### config.mk
export PLATFORM = sky130hd
export DESIGN_NAME = lockpath_switch
export DESIGN_NICKNAME = d
export VERILOG_FILES = /design/src/rtl/lockpath_switch.sv
export SDC_FILE = /design/constraint.sdc
export NUM_CORES = 1
export LEC_CHECK = 0
export ABC_AREA = 0
export BUFFER_PORTS_ARGS = -buffer_cell sky130_fd_sc_hd__buf_2
export CORE_AREA = 3 3 125 127
export CTS_CLUSTER_DIAMETER = 80
export DETAILED_ROUTE_END_ITERATION = 10
export DIE_AREA = 0 0 128 130
export MAX_ROUTING_LAYER = met4
export PLACE_DENSITY = 0.72
export SLEW_MARGIN = 20
export SYNTH_ARGS = -nofsm -noshare
export SYNTH_HDL_FRONTEND = slang
export SYNTH_SLANG_ARGS = --single-unit
### constraint.sdc
create_clock -name clk -period 2.45 [get_ports clk]
set_input_delay 0.245 -clock clk [delete_from_list [all_inputs] [get_ports clk]]
set_output_delay 0.245 -clock clk [all_outputs]
set_load 0.005 [all_outputs]
### src/rtl/lockpath_switch.sv
module lockpath_switch #(
  parameter int N_IN  = 3,
  parameter int N_OUT = 3,
  parameter int AW    = 16,
  parameter int DW    = 16,
  parameter int TW    = 4,
  parameter logic [N_OUT*TW-1:0] RNG_LO = {4'h8, 4'h4, 4'h0},
  parameter logic [N_OUT*TW-1:0] RNG_HI = {4'hB, 4'h7, 4'h3}
) (
  input  logic                clk,
  input  logic                rst_n,
  input  logic [N_IN-1:0]     in_vld,
  input  logic [N_IN*AW-1:0]  in_addr,
  input  logic [N_IN*DW-1:0]  in_data,
  input  logic [N_IN-1:0]     in_wr,
  input  logic [N_IN-1:0]     in_last,
  output logic [N_IN-1:0]     in_rdy,
  output logic [N_IN-1:0]     in_rsp_vld,
  output logic [N_IN*DW-1:0]  in_rsp_data,
  output logic [N_IN-1:0]     in_rsp_last,
  output logic [N_OUT-1:0]    out_vld,
  output logic [N_OUT*AW-1:0] out_addr,
  output logic [N_OUT*DW-1:0] out_data,
  output logic [N_OUT-1:0]    out_wr,
  output logic [N_OUT-1:0]    out_last,
  input  logic [N_OUT-1:0]    out_rdy,
  input  logic [N_OUT-1:0]    rsp_vld,
  input  logic [N_OUT*DW-1:0] rsp_data,
  input  logic [N_OUT-1:0]    rsp_last
);
  localparam int IW = (N_IN  > 1) ? $clog2(N_IN)  : 1;
  localparam int OW = (N_OUT > 1) ? $clog2(N_OUT) : 1;

  logic [N_OUT-1:0] busy, rsp_ph, hs;
  logic [IW-1:0]    owner [N_OUT];
  logic [IW-1:0]    ptr   [N_OUT];
  logic [IW-1:0]    pick  [N_OUT];
  logic [N_IN-1:0]  req   [N_OUT];
  logic [OW-1:0]    dst   [N_IN];
  logic [N_IN-1:0]  holds;

  for (genvar i = 0; i < N_IN; i++) begin : g_in
    logic [TW-1:0]    tag;
    logic [N_OUT-1:0] own_v;
    assign tag = in_addr[i*AW+AW-1 -: TW];
    always_comb begin
      dst[i] = OW'(N_OUT-1);
      for (int p = N_OUT-1; p >= 0; p--)
        if (tag >= RNG_LO[p*TW +: TW] && tag <= RNG_HI[p*TW +: TW]) dst[i] = OW'(p);
    end
    always_comb
      for (int p = 0; p < N_OUT; p++) own_v[p] = busy[p] && owner[p] == IW'(i);
    assign holds[i] = |own_v;


    one_owner_chk: assert property (@(posedge clk) disable iff (!rst_n)
      $countones(own_v) <= 1);
  end

  always_comb
    for (int p = 0; p < N_OUT; p++)
      for (int i = 0; i < N_IN; i++)
        req[p][i] = in_vld[i] && dst[i] == OW'(p) && !holds[i];

  always_comb begin
    in_rdy = '0;
    in_rsp_vld = '0;
    in_rsp_data = '0;
    in_rsp_last = '0;
    for (int p = 0; p < N_OUT; p++)
      if (busy[p]) begin
        if (!rsp_ph[p]) in_rdy[owner[p]] = out_rdy[p];
        else begin
          in_rsp_vld[owner[p]] = rsp_vld[p];
          in_rsp_last[owner[p]] = rsp_last[p];
          in_rsp_data[int'(owner[p])*DW +: DW] = rsp_data[p*DW +: DW];
        end
      end
  end

  for (genvar p = 0; p < N_OUT; p++) begin : g_out
    logic [IW-1:0] nxt;
    int idx;
    logic found;

    always_comb begin
      pick[p] = ptr[p];
      found = 1'b0;
      idx = 0;
      for (int k = 0; k < N_IN; k++) begin
        idx = (int'(ptr[p]) + k) % N_IN;
        if (!found && req[p][idx]) begin
          pick[p] = IW'(idx);
          found = 1'b1;
        end
      end
    end

    assign nxt = (owner[p] == IW'(N_IN-1)) ? '0 : owner[p] + 1'b1;
    assign out_vld[p]            = busy[p] & ~rsp_ph[p] & in_vld[owner[p]];
    assign out_addr[p*AW +: AW]  = in_addr[int'(owner[p])*AW +: AW];
    assign out_data[p*DW +: DW]  = in_data[int'(owner[p])*DW +: DW];
    assign out_wr[p]             = in_wr[owner[p]];
    assign out_last[p]           = in_last[owner[p]];
    assign hs[p]                 = out_vld[p] & out_rdy[p];

    always_ff @(posedge clk or negedge rst_n)
      if (!rst_n) begin
        busy[p]   <= 1'b0;
        rsp_ph[p] <= 1'b0;
        owner[p]  <= '0;
        ptr[p]    <= '0;
      end else if (!busy[p]) begin
        if (|req[p]) begin
          busy[p]   <= 1'b1;
          rsp_ph[p] <= 1'b0;
          owner[p]  <= pick[p];
        end
      end else if (!rsp_ph[p]) begin
        if (hs[p] && out_last[p]) begin
          if (out_wr[p]) begin
            busy[p] <= 1'b0;
            ptr[p]  <= nxt;
          end else rsp_ph[p] <= 1'b1;
        end
      end else if (rsp_vld[p] && rsp_last[p]) begin
        busy[p]   <= 1'b0;
        rsp_ph[p] <= 1'b0;
        ptr[p]    <= nxt;
      end


    owner_hold_chk: assert property (@(posedge clk) disable iff (!rst_n)
      busy[p] && $past(busy[p]) |-> $stable(owner[p]));

    ptr_move_chk: assert property (@(posedge clk) disable iff (!rst_n)
      !$stable(ptr[p]) |-> $fell(busy[p]));

    wr_release_chk: assert property (@(posedge clk) disable iff (!rst_n)
      busy[p] && !rsp_ph[p] && hs[p] && out_last[p] && out_wr[p] |=> !busy[p]);

    rd_keep_chk: assert property (@(posedge clk) disable iff (!rst_n)
      busy[p] && !rsp_ph[p] && hs[p] && out_last[p] && !out_wr[p] |=> busy[p] && rsp_ph[p]);
  end
endmodule

-- Word level (Yosys, flattened, before mapping)
Index checks and enable logic that the tools add are counted.
- reductions and logical operators: 84
- bitwise gates (word level): 19
- shift operators: 12
- divide/modulo/power cells: 9
- equal/unequal tests: 15
- add/subtract/negate cells: 12
- muxes and demuxes: 149
- magnitude comparators: 27
- operators by type and width (operator ; count):
    32-bit by 4-bit < comparator with 1-bit output, second input constant ; 9
    48-bit two-way mux ; 6
    48-bit by 7-bit variable part select with 16-bit output ; 6
    32-bit by 3-bit modulo with 32-bit output, second input constant ; 6
    16-bit by 33-bit variable shift with 48-bit output, first input constant ; 3
    16-bit by 33-bit variable part select with 48-bit output ; 3
    6-bit negation with 33-bit output ; 3
    48-bit bitwise mux ; 2
    3-bit by 3-bit modulo with 32-bit output, second input constant ; 3
    1-bit two-way mux ; 66
    2-bit two-way mux ; 30
    3-bit two-way mux ; 18
    48-bit bitwise AND ; 1
    1-bit logical AND ; 48
    1-bit binary-select mux with 2-bit select ; 18
    3-bit bitwise mux ; 6
    2-bit nonzero test ; 9
    3-bit OR reduction ; 6
    2-bit by 1-bit equality test with 1-bit output, second input constant ; 6
    2-bit equality test, second input constant ; 6
    4-bit by 1-bit >= comparator with 1-bit output, second input constant ; 3
    4-bit by 3-bit >= comparator with 1-bit output, second input constant ; 3
    4-bit by 2-bit less-or-equal comparator with 1-bit output, second input constant ; 3
    4-bit by 3-bit less-or-equal comparator with 1-bit output, second input constant ; 3
    other kinds (14) ; 60
- register bits: 18
- output and inout bits: 162
- bits of input ports: 164
- word-level logic and storage cells: 339

-- Logic depth before layout (Yosys ltp)
- depth after elaboration: 17
- depth in mapped cells: 11
- depth with buffers taken out: 8

-- Worst setup path before layout
OpenSTA, ideal clock, no wires.
- path type: register to output
- start point: register owner[5] (netlist bit)
- end point: output port in_rsp_data[37]
- arrival: 2.443 ns
- cell stages (with the launch flop): 11
- setup slack: -0.238 ns
- buffers on the path: 3
- data required time: 2.205 ns
- cell sequence: dfrtp_1 > buf_6 > buf_1 > inv_1 > ha_1 > nor2b_1 > nand3_1 > nor3_2 > buf_2 > a22oi_1 > o21ai_0
- longest elaborated chain between the ends: 11
- elaborated cells on any way between the ends: 12
- those cells by class: add/sub: 1; shift: 2; mux: 8; bitwise: 1
- RTL lines (item ; line ; text):
    from (decl) ; 35 ; logic [IW-1:0] owner [N_OUT];
    from (signal, indexed assignment) ; 117 ; owner[p] <= pick[p];
    6-bit negation with 33-bit output (*) ; 76 ; in_rsp_data[int'(owner[p])*DW +: DW] = rsp_data[p*DW +: DW];
    16-bit by 33-bit variable part select with 48-bit output / 16-bit by 33-bit variable shift with 48-bit output (equally long branches) ; 76 ;
    48-bit bitwise AND (no line) (*) ; n/a ;
    48-bit two-way mux (*) ; 72 ; if (!rsp_ph[p]) in_rdy[owner[p]] = out_rdy[p];
    48-bit two-way mux (*) ; 71 ; if (busy[p]) begin
    48-bit bitwise mux ; 76 ;
    48-bit two-way mux ; 72 ;
    48-bit two-way mux (*) ; 71 ;
    48-bit bitwise mux ; 76 ;
    48-bit two-way mux ; 72 ;
    48-bit two-way mux (*) ; 71 ;
    to (decl) ; 19 ; output logic [N_IN*DW-1:0] in_rsp_data,
Mark *: on every way between the ends. The rest lies on a longest branch, timed or not.

-- Worst setup path in the final report
- start point: register owner[3] (netlist bit)
- end point: output port out_data[31]
- longest elaborated chain between the ends: 1
- RTL lines (item ; line ; text):
    48-bit by 7-bit variable part select with 16-bit output ; 102 ; assign out_data[p*DW +: DW] = in_data[int'(owner[p])*DW +: DW];
    to (decl) ; 23 ; output logic [N_OUT*DW-1:0] out_data,
No other way between the ends.

==> results.yml <==
status:
  outcome: "complete, no violations"
die:
  fp-row-count: 44
  ios: 326
  initial_core_util: 0.366
  dieArea_um2: 16600
  coreArea_um2: 14500
  fp.dieH_um: 130
  chipWidth_um: 128
sta:
  hold_violations: 0
  setup_ws_ps: 30.7
  slew-limit-headroom: 0.605
  clock_skew_ps: 2.82
  fin_crit_ps: 2420
  fmax_mhz: 413
  fin_crit_sh: 0.987
  worst_pin_slew_ps: 593
  drv_slew: 0
  setup_viol: 0
  rsz0062_at_grt: "yes"
critical_path:
  path_delay_family: "buffers and inverters"
  critPathSlowestCell: "dfrtp_2"
  cp_max_fo: 26
  crit_type: "flip-flop to output port"
  worst_path_largest_cell_delay_ps: 420
  reg2reg_depth: 8
  path_common_cell: "buf_4"
  worstPathArrival_ps: 2170
  cp-start-kind: "flip-flop"
  cp_num_buf_inv: 3
  r2r_start: "owner[0]"
  cp-end-kind: "output port"
  required_ps: 2200
  crit_chain: "buf_4 -> nor2b_2 -> buf_4 -> nand2_1 -> o21ai_0 -> buf_2"
  reg2reg_to: "owner[0]"
  reg2reg_slack_ps: 160
clock_tree:
  cts.sinks: 18
  h-tree-depth: 1
  cts_root_buf: "clkbuf_16"
  clock_path_buffers: 2
  clkTransAtPathRegs_ps: 60
  clk_latency_ps: 250
  cts_tree: "built"
  cts_buffers: 3
yosys:
  synthAdderAreaFrac: 0.0565
  synth_top_family_by_area: "compound AO/OA/AOI/OAI gates"
  syn-mean-instance-area_um2: 6.65
  synth_simple_gate_area_frac: 0.243
  yosysTopAreaCell: "mux2i_1"
  syn-cell-area_um2: 5320
  synth_mux_area_frac: 0.210
  synth_ff_type: "dfrtp_1"
  synth_compound_area_frac: 0.333
  synth_top_area_frac: 0.198
  synth_xor_area_frac: 0
  synth.distinct_cells: 67
  syn_inst: 800
  synth-edff-count: 0
  synth_warnings: 0
  syn-num-nets: 988
  ys_top_cells_by_area: "mux2i_1, o21ai_0, nand2_1"
  ys_seq_elements: 18
  async_flop_share: 1.00
  ys_seq_area_frac: 0.0847
flow_run:
  cap_viol_max_count: 0
routing:
  post_drt_via_cell_ratio: 5.83
  drt_wl_total_mm: 26.0
  avgRoutedWirePerCell_um: 20.0
  dr.pass1.iters: 5
  drcViolationCount: 0
  dr_total_vias: 7590
  drt_iter0_drc: 734
  ant_nets: 0
layout:
  drive_above_1_share: 0.382
  synthToLayoutAreaGrowth_pct: 41.2
  design_area_um2: 7510
  final_nets: 1300
  layout.cells.non_filler: 1302
  nFillCells: 1472
min_path:
  min_path_type: "input port to flip-flop"
  holdPathStages: 4
  hold_end: "busy[2]"
  min_from: "out_rdy[2]"
global_route:
  grt_max_degree: 40
  grt_pass1_vias: 6768
  grt_pass1_wl_mm: 38.2
  antenna_found_initial: 6
  grt_usage: 0.291
  overflow: 0
placed_design:
  io_buffer_count: 325
  gp_congestion: 0.966
  post_dp_cell_area_um2: 7180
  dp_slack_ps: 106
  place_inst: 1277
  dp_hpwl_mm: 20.1
pwr:
  p_leak_uw: 0.00368
  p_total_uw: 7270
  max-vdd-ir-drop_uv: 432
  power-per-cell-area_nw_per_um2: 969
per-layer routing:
metal | global-route usage | vias up | routed length, um
met2 | 0.465 | 462 | 12100
met5 | - | - | 0
met3 | 0.0426 | 72 | 2460
met4 | 0.0905 | 0 | 786
met1 | 0.381 | 3499 | 10600
li1 | - | 3557 | -
worst max path at each step:
stage	start	to	slack [ps]	cells past startpoint
3_3_place_gp	owner[3]	in_rsp_data[19]	90	9
4_1_cts	owner[2]	in_rsp_data[40]	-3	8
2_1_floorplan	owner[3]	in_rsp_data[22]	6	11
3_5_place_dp	owner[3]	in_rsp_data[20]	110	9
5_1_grt	owner[2]	in_rsp_data[37]	-30	8
6_report	owner[3]	out_data[31]	30	6
flip-flops by register name, summed over array words and instances (netlist names):
| signal | flops |
|---|---|
| ptr | 6 |
| owner | 6 |
| rsp_ph | 3 |
| busy | 3 |
worst register-to-register path, delay by kind of cell, from the launching register on:
family | cells | cell delay, ps
adders and majority gates | 1 | 220
DFF | 1 | 430
AOI/OAI and AO/OA | 4 | 970
and+or+nand+nor | 2 | 450
buffers and inverters | 1 | 120
through the flow:
stage                     utilization  setup TNS, ps  hold slack, ps
after floorplan                     -              0           -50.6
after global placement          0.494              0             212
after detailed placement        0.494              0             205
after CTS                       0.503          -3.02             451
after global routing            0.516          -35.8             489
final                           0.517              0             455
cell usage in the layout (no fill, tap or decap), types with 4 or more instances in the layout:
cell type,synthesis,routed
a21oi_1,21,21
a22oi_1,52,52
a31oi_1,5,5
and2_1,4,4
and3_1,12,7
buf_12,0,4
buf_2,22,325
buf_4,5,36
buf_6,2,6
dfrtp_1,18,13
dfrtp_2,0,5
diode_2,0,7
ha_1,24,19
inv_1,20,17
inv_2,1,4
mux2_2,4,4
mux2i_1,105,105
nand2_1,180,180
nand3_1,4,4
nand4_1,8,8
nand4b_1,4,4
nor2_1,18,18
nor2b_2,0,4
nor3_1,13,13
o21ai_0,154,138
o21ai_1,12,28
o22a_1,4,4
o2bb2ai_1,5,5
cell families after synthesis:
| kind of cell | count (synthesis) |
|---|---|
| and+or+nand+nor | 274 |
| adders and majority gates | 24 |
| AOI/OAI and AO/OA | 287 |
| muxes | 111 |
| buffers and inverters | 86 |
| DFF | 18 |
where the power goes:
part | switching (uW) | leakage (uW) | internal (uW)
registers | 227 | 0.000220 | 442
logic | 3590 | 0.00342 | 2670
clock network | 123 | 0.0000382 | 222
layout make-up:
cell class | instances | area, um2 | share of cell area
Timing Repair Buffer | 372 | 2050 | 0.274
Inverter | 21 | 78.8 | 0.0105
Sequential cell | 18 | 457 | 0.0608
Antenna cell | 7 | 17.5 | 0.00233
Tap cell | 184 | 230 | 0.0307
Multi-Input combinational cell | 696 | 4590 | 0.612
Clock buffer | 4 | 78.8 | 0.0105
cell usage after synthesis, types with 4 or more instances:
library cell  instances
and2_1                4
ha_1                 24
nand2_1             180
nor3_1               13
nand4_1               8
and3_1               12
mux2_2                4
o2bb2ai_1             5
clkbuf_1             34
a22oi_1              52
nand3_1               4
mux2i_1             105
nand4b_1              4
nor2b_1               7
a31oi_1               5
dfrtp_1              18
o21ai_1              12
inv_1                20
o22a_1                4
a21oi_1              21
buf_2                22
buf_4                 5
o21ai_0             154
nor2_1               18
timing repair:
item | in CTS | in global routing
endpoints found under the setup margin | 41 | 84
hold endpoints to repair | 18 | 0
hold buffers | 1 | 0
pin swaps | 2 | 3
buffers inserted | 2 | 9
cloned | 1 | 1
resized for setup | 14 | 38
Note: power is estimated with default switching activity, not from simulation.
